### config.mk
export PLATFORM = sky130hd
export DESIGN_NAME = sd_data_fifo
export DESIGN_NICKNAME = d
export VERILOG_FILES = /design/src/rtl/sdf_pkg.sv /design/src/rtl/sdf_store.sv /design/src/rtl/sdf_xfer_count.sv /design/src/rtl/sdf_status.sv /design/src/rtl/sd_data_fifo.sv
export SDC_FILE = /design/constraint.sdc
export NUM_CORES = 1
export LEC_CHECK = 0
export BUFFER_PORTS_ARGS = -buffer_cell sky130_fd_sc_hd__buf_2
export CAP_MARGIN = 20
export CORE_MARGIN = 3
export CORE_UTILIZATION = 50
export DETAILED_ROUTE_END_ITERATION = 12
export PLACE_DENSITY = 0.79
export SYNTH_ARGS = -nofsm -noshare
export SYNTH_HDL_FRONTEND = slang
export SYNTH_SLANG_ARGS = --single-unit
### constraint.sdc
create_clock -name clk -period 7.97 [get_ports clk]
set_clock_uncertainty 0.15 [all_clocks]
set_input_delay 0 -clock clk [delete_from_list [all_inputs] [get_ports clk]]
set_output_delay 0 -clock clk [all_outputs]
set_load 0.01 [all_outputs]
### src/rtl/sdf_pkg.sv
package sdf_pkg;
  typedef enum logic [3:0] {
    XS_IDLE  = 4'h0,
    XS_READ  = 4'h2,
    XS_WRITE = 4'h3
  } xfer_st_e;

  localparam int STS_W    = 10;
  localparam int STS_DATA = 0;
  localparam int STS_FERR = 3;
  localparam int STS_BLK  = 9;
endpackage

### src/rtl/sdf_store.sv
module sdf_store #(
  parameter int DW    = 32,
  parameter int DEPTH = 16,
  localparam int AW   = $clog2(DEPTH),
  localparam int LW   = AW + 1
) (
  input  logic          clk,
  input  logic          rst_n,
  input  logic          flush,
  input  logic          push_en,
  input  logic [DW-1:0] push_data,
  input  logic          pop_en,
  output logic [DW-1:0] head,
  output logic [LW-1:0] level,
  output logic          full,
  output logic          empty
);
  logic [DW-1:0] mem [DEPTH];
  logic [AW-1:0] wr_ptr, rd_ptr;
  logic [LW-1:0] level_q;

  always_ff @(posedge clk) begin
    if (push_en && !flush) mem[wr_ptr] <= push_data;
  end

  always_ff @(posedge clk or negedge rst_n) begin
    if (!rst_n) begin
      wr_ptr  <= '0;
      rd_ptr  <= '0;
      level_q <= '0;
    end else if (flush) begin
      wr_ptr  <= '0;
      rd_ptr  <= '0;
      level_q <= '0;
    end else begin
      if (push_en) wr_ptr <= wr_ptr + 1'b1;
      if (pop_en)  rd_ptr <= rd_ptr + 1'b1;
      case ({push_en, pop_en})
        2'b10:   level_q <= level_q + 1'b1;
        2'b01:   level_q <= level_q - 1'b1;
        default: level_q <= level_q;
      endcase
    end
  end

  assign head  = mem[rd_ptr];
  assign level = level_q;
  assign full  = (level_q == LW'(DEPTH));
  assign empty = (level_q == '0);

  AST_LEVEL_BOUND: assert property (@(posedge clk) disable iff (!rst_n)
    level_q <= LW'(DEPTH));
  AST_NO_OVERFLOW: assert property (@(posedge clk) disable iff (!rst_n)
    (full && !pop_en && !flush) |=> level_q == LW'(DEPTH));
  AST_NO_UNDERFLOW: assert property (@(posedge clk) disable iff (!rst_n)
    (empty && !push_en) |=> level_q == '0);
  AST_FLUSH_EMPTY: assert property (@(posedge clk) disable iff (!rst_n)
    flush |=> level_q == '0);
endmodule

### src/rtl/sdf_xfer_count.sv
module sdf_xfer_count
  import sdf_pkg::*;
#(
  parameter int BYTE_W = 12,
  parameter int BCNT_W = 9
) (
  input  logic              clk,
  input  logic              rst_n,
  input  logic              flush,
  input  logic              start,
  input  logic              start_rd,
  input  logic [BYTE_W-1:0] blk_bytes,
  input  logic [BCNT_W-1:0] blk_num,
  input  logic              word_pop,
  output xfer_st_e          state,
  output logic [BCNT_W-1:0] blocks_left,
  output logic [BYTE_W-1:0] bytes_left,
  output logic              blk_end
);
  xfer_st_e          st_q;
  logic [BCNT_W-1:0] blk_q;
  logic [BYTE_W-1:0] words_q, wpb_q;
  logic              size_ok, start_ok, active;

  assign size_ok  = (blk_bytes >= BYTE_W'(4)) &&
                    ((blk_bytes & (blk_bytes - 1'b1)) == '0);
  assign start_ok = start && (st_q == XS_IDLE) && size_ok && (blk_num != '0);
  assign active   = (st_q != XS_IDLE);
  assign blk_end  = active && word_pop && (words_q == BYTE_W'(1));

  always_ff @(posedge clk or negedge rst_n) begin
    if (!rst_n) begin
      st_q    <= XS_IDLE;
      blk_q   <= '0;
      words_q <= '0;
      wpb_q   <= '0;
    end else if (flush) begin
      st_q    <= XS_IDLE;
      blk_q   <= '0;
      words_q <= '0;
      wpb_q   <= '0;
    end else if (start_ok) begin
      st_q    <= start_rd ? XS_READ : XS_WRITE;
      blk_q   <= blk_num;
      words_q <= blk_bytes >> 2;
      wpb_q   <= blk_bytes >> 2;
    end else if (active && word_pop) begin
      if (blk_end) begin
        blk_q <= blk_q - 1'b1;
        if (blk_q == BCNT_W'(1)) begin
          st_q    <= XS_IDLE;
          words_q <= '0;
        end else begin
          words_q <= wpb_q;
        end
      end else begin
        words_q <= words_q - 1'b1;
      end
    end
  end

  assign state       = st_q;
  assign blocks_left = blk_q;
  assign bytes_left  = {words_q[BYTE_W-3:0], 2'b00};

  AST_BLK_DEC: assert property (@(posedge clk) disable iff (!rst_n)
    (blk_end && !flush) |=> blk_q == $past(blk_q) - 1'b1);
  AST_END_IDLE: assert property (@(posedge clk) disable iff (!rst_n)
    (blk_end && blk_q == BCNT_W'(1)) |=> st_q == XS_IDLE);
  AST_BAD_START: assert property (@(posedge clk) disable iff (!rst_n)
    (st_q == XS_IDLE && start && !size_ok) |=> st_q == XS_IDLE);
endmodule

### src/rtl/sdf_status.sv
module sdf_status
  import sdf_pkg::*;
(
  input  logic             clk,
  input  logic             rst_n,
  input  logic [STS_W-1:0] set_vec,
  input  logic [STS_W-1:0] clr_vec,
  output logic [STS_W-1:0] sts
);
  logic [STS_W-1:0] sts_q;

  always_ff @(posedge clk or negedge rst_n) begin
    if (!rst_n) sts_q <= '0;
    else        sts_q <= (sts_q & ~clr_vec) | set_vec;
  end

  assign sts = sts_q;

  AST_ERR_STICKY: assert property (@(posedge clk) disable iff (!rst_n)
    (sts_q[STS_FERR] && !clr_vec[STS_FERR]) |=> sts_q[STS_FERR]);
  AST_CLR_WORKS: assert property (@(posedge clk) disable iff (!rst_n)
    (clr_vec[STS_BLK] && !set_vec[STS_BLK]) |=> !sts_q[STS_BLK]);
endmodule

### src/rtl/sd_data_fifo.sv
module sd_data_fifo
  import sdf_pkg::*;
#(
  parameter int DW     = 32,
  parameter int DEPTH  = 16,
  parameter int THR_W  = 5,
  parameter int BYTE_W = 12,
  parameter int BCNT_W = 9,
  localparam int LW    = $clog2(DEPTH) + 1
) (
  input  logic              clk,
  input  logic              rst_n,
  input  logic              host_wr,
  input  logic [DW-1:0]     host_wdata,
  input  logic              host_rd,
  output logic [DW-1:0]     host_rdata,
  input  logic              eng_in_valid,
  input  logic [DW-1:0]     eng_in_data,
  output logic              eng_in_ready,
  output logic              eng_out_valid,
  output logic [DW-1:0]     eng_out_data,
  input  logic              eng_out_ready,
  input  logic              xfer_start,
  input  logic              xfer_dir_rd,
  input  logic [BYTE_W-1:0] xfer_blk_bytes,
  input  logic [BCNT_W-1:0] xfer_blk_num,
  input  logic              force_idle,
  input  logic [THR_W-1:0]  thr_wr,
  input  logic [THR_W-1:0]  thr_rd,
  input  logic [9:0]        sts_clr,
  output logic [9:0]        sts,
  output logic [31:0]       dbg_word,
  output logic [LW-1:0]     fill_level,
  output logic [BCNT_W-1:0] blocks_left,
  output logic [BYTE_W-1:0] bytes_left
);
  localparam int CW = (LW > THR_W ? LW : THR_W) + 1;

  logic          full, empty, push_en, pop_en, blk_end, ferr, data_cond;
  logic [DW-1:0] head, push_data;
  logic [LW-1:0] level;
  logic [CW-1:0] lvl_x, free_x, thr_rd_x, thr_wr_x;
  logic [STS_W-1:0] set_vec;
  xfer_st_e      state;

  assign eng_in_ready  = (state == XS_READ)  && !full  && !host_wr;
  assign eng_out_valid = (state == XS_WRITE) && !empty && !host_rd;
  assign eng_out_data  = head;
  assign host_rdata    = head;

  assign push_en   = (host_wr && !full) || (eng_in_valid && eng_in_ready);
  assign push_data = host_wr ? host_wdata : eng_in_data;
  assign pop_en    = (host_rd && !empty) || (eng_out_valid && eng_out_ready);

  sdf_store #(.DW(DW), .DEPTH(DEPTH)) u_store (
    .clk(clk), .rst_n(rst_n), .flush(force_idle),
    .push_en(push_en), .push_data(push_data), .pop_en(pop_en),
    .head(head), .level(level), .full(full), .empty(empty)
  );

  sdf_xfer_count #(.BYTE_W(BYTE_W), .BCNT_W(BCNT_W)) u_count (
    .clk(clk), .rst_n(rst_n), .flush(force_idle),
    .start(xfer_start), .start_rd(xfer_dir_rd),
    .blk_bytes(xfer_blk_bytes), .blk_num(xfer_blk_num),
    .word_pop(pop_en && !force_idle),
    .state(state), .blocks_left(blocks_left), .bytes_left(bytes_left),
    .blk_end(blk_end)
  );

  assign lvl_x    = CW'(level);
  assign free_x   = CW'(DEPTH) - CW'(level);
  assign thr_rd_x = CW'(thr_rd);
  assign thr_wr_x = CW'(thr_wr);

  assign data_cond = ((state == XS_READ)  && (lvl_x  >= thr_rd_x)) ||
                     ((state == XS_WRITE) && (free_x >= thr_wr_x));
  assign ferr      = (host_wr && full) || (host_rd && empty);

  always_comb begin
    set_vec           = '0;
    set_vec[STS_DATA] = data_cond;
    set_vec[STS_FERR] = ferr;
    set_vec[STS_BLK]  = blk_end;
  end

  sdf_status u_status (
    .clk(clk), .rst_n(rst_n), .set_vec(set_vec), .clr_vec(sts_clr), .sts(sts)
  );

  assign fill_level = level;
  assign dbg_word   = {13'd0, 5'(thr_rd), 5'(thr_wr), 5'(level), state};

  AST_IN_READY_GUARD: assert property (@(posedge clk) disable iff (!rst_n)
    eng_in_ready |-> (xfer_dir_rd || state == XS_READ) && level < LW'(DEPTH));
  AST_OUT_VALID_GUARD: assert property (@(posedge clk) disable iff (!rst_n)
    eng_out_valid |-> state == XS_WRITE && level != '0);
  AST_ERR_ON_OVERFLOW: assert property (@(posedge clk) disable iff (!rst_n)
    (host_wr && full) |=> sts[STS_FERR]);
  AST_ERR_ON_UNDERFLOW: assert property (@(posedge clk) disable iff (!rst_n)
    (host_rd && empty) |=> sts[STS_FERR]);
endmodule

==> impl_metrics.toml <==
[critical_path]
cpLargestDelayFamily = "simple AND/OR/NAND/NOR gates"
path_cells = "buf_4, and2_2, a221oi_1, o21ai_0, nand2_1, buf_2"
worstPathArrival_ns = 4.13
cp_slowest_cell = "and2_2"
required_ns = 7.82
critPathKind = "flip-flop to primary output"
path_max_fanout = 44
path_buf_inv = 2
crit_path_end_kind = "primary output"
crit_path_max_incr_delay_ns = 1.01
start_kind = "flip-flop"

[global_routing]
antenna_found_initial = 0
grt_pass1_wl_um = 83700
grt_max_degree = 138
grt_pass1_vias = 14600
grt-ovfl-total = 0
gr-usage-all-layers = 0.214

[timing]
timing.final.ws_setup_ns = 3.69
finalSetupViolCount = 0
finalSetupTns_ns = 0
worst_slew_pin_slew_ns = 1.13
whs_ns = 0.0545
slew_headroom = 0.248
fin_crit_sh = 0.537
final-hold-violation-count = 0
clock.fmax_mhz = 234
slew_violations = 0
period_needed_ns = 4.28
rsz0062_at_grt = "false"

[synth]
syn_avg_cell_area_um2 = 16.2
async_flop_share = 0.0986
synth_area_um2 = 24200
synth_top_area_cell = "edfxtp_1"
synth.ff_latch_count = 568
synth_edf_count = 512
synthDominantCellAreaShare = 0.636
synthCells = 1497
yosysUniqueCellTypes = 63
synth_flop_cell = "edfxtp_1"
ys_seq_area_frac = 0.694
yosys_warnings = 0
ys_top_cells_by_area = "edfxtp_1, mux4_2, dfrtp_1"

[finish]
finalNetCount = 1947
final_cell_count_no_fill = 2460
final_common_cell = "edfxtp_1"
layout-drive-gt1-share = 0.264
final_cell_mix = "edfxtp_1, buf_2, dlygate4sd3_1"
finalInstanceArea_um2 = 29000
postLayoutCoreUtil = 0.615
area_growth_pct = 19.9

[clock_tree]
cts_tree = "done"
clock-sinks = 568
clk_path_buf_depth = 3
cts-root-buf = "clkbuf_16"
post_cts_resized = 0
clock_latency_ns = 0.60
cts.clk_slew.worst_paths_ns = 0.06
cts_max_level = 2
cts_buffers = 56

[floorplanning]
die_w_um = 226
core_area_um2 = 47100
placementRows = 79
initial_core_util = 0.513
die_y_um = 226
die_area_um2 = 51000
ioPinCount = 248

[pwr]
power_density_nw_per_um2 = 265
power_mw = 7.69
vdd_drop_max_mv = 0.283
power_leakage_nw = 10.3

[placed_design]
dp.cells = 2219
dp_slack_ns = 4.25
port-buffer-count = 230
hpwl_um = 30600
gp_congestion = 0.800
place_area_um2 = 25700

[outcome]
outcome = "complete, no violations"

[routing]
drtPass1Iterations = 5
antenna_left = 0
drtIter0Drc = 1277
drc = 0
num_vias = 14400
viasPerCell = 5.86
routed_wirelength_um = 54800
wl_per_cell_um = 22.3

[run]
cap_violations = 0

[min_path]
hold_path.class = "input port to primary output"
[registers in the layout (all words and copies together), names as in the netlist]
signal / flops
u_count.state: 2
u_count.blocks_left: 9
u_count.words_q: 12
u_count.wpb_q: 10
u_store.wr_ptr: 4
u_status.sts: 10
u_store.rd_ptr: 4
u_store.mem: 512
u_store.level: 5
[report_power, final]
part / switching (mW) / total [mW] / internal (mW)
logic: 0.807 / 1.58 / 0.773
registers: 0.134 / 3.47 / 3.34
clock network: 1.11 / 2.64 / 1.53
total: 2.05 / 7.69 / 5.64
[cell families after synthesis]
family,Yosys count,synth area share
flip-flops,568,0.694
multiplexers,242,0.136
AO/OA/AOI/OAI,236,0.0650
AND/OR/NAND/NOR,224,0.0429
buffers and inverters,181,0.0414
adder cells (fa/ha/maj),26,0.0138
XOR/XNOR,19,0.00688
other,1,0.000155
[path summary, 6_finish.rpt]
check                                        from                endpoint  slack (ns)  cells after the start
min in group asynchronous                   rst_n  u_count.blocks_left[0]        0.48                      4
worst min register to register    u_status.sts[7]         u_status.sts[7]        0.35                      1
max in group asynchronous                   rst_n       u_store.rd_ptr[0]        6.62                      4
worst min-delay path                    thr_wr[3]            dbg_word[12]        0.05                      2
worst max-delay path            u_store.rd_ptr[1]           host_rdata[0]        3.69                      6
worst max register to register   u_store.level[0]        u_count.state[0]        3.71                     11
[routing by layer]
layer  track usage  vias to the layer above  routed length, µm
met1         0.282                     7311              22100
met2         0.360                      607              27800
met3        0.0356                      121               3310
met4        0.0804                        0               1650
met5             0                        -                  0
li1              -                     6370                  -
[what timing repair did]
| action | in CTS | in global routing |
|---|---|---|
| endpoints found under the hold margin | 621 | 0 |
| buffers inserted | 0 | 0 |
| hold buffers | 132 | 0 |
[worst register-to-register path, stage by stage, from the launching register on]
cell	delay [ns]
dfrtp_1	0.44
inv_1	0.19
ha_1	0.21
nor3b_1	0.27
ha_1	0.38
a211o_1	0.62
or2_2	0.44
o21ai_0	0.14
o21a_1	0.13
dlygate4sd3_1	0.55
nor2_1	0.12
dlygate4sd3_1	0.57
[cells in the mapped netlist, types with 5 or more instances]
master	instances
o21ai_0	71
a211oi_2	5
nand2_1	80
dfrtp_1	56
mux2_2	53
buf_1	14
edfxtp_1	512
a221oi_1	33
a22oi_1	35
buf_2	11
nor4_1	5
nand2b_1	5
nor2_1	65
nor2b_1	10
xor2_1	8
nand3_1	9
ha_1	25
mux2i_1	125
nor3_1	18
buf_4	75
inv_1	30
clkbuf_1	48
a211oi_1	14
xnor2_1	11
a21oi_1	52
or3_1	5
mux4_2	64
[area by class of cell]
cell class,count,area (µm²)
clock inverter,37,385
tap,607,759
clock buffer,66,1450
multi-input combinational,764,6590
fill,3240,18200
inverter,30,113
sequential,568,16800
antenna,1,2.50
timing repair buffer,387,2910
Note: power is estimated with default switching activity, not from simulation.
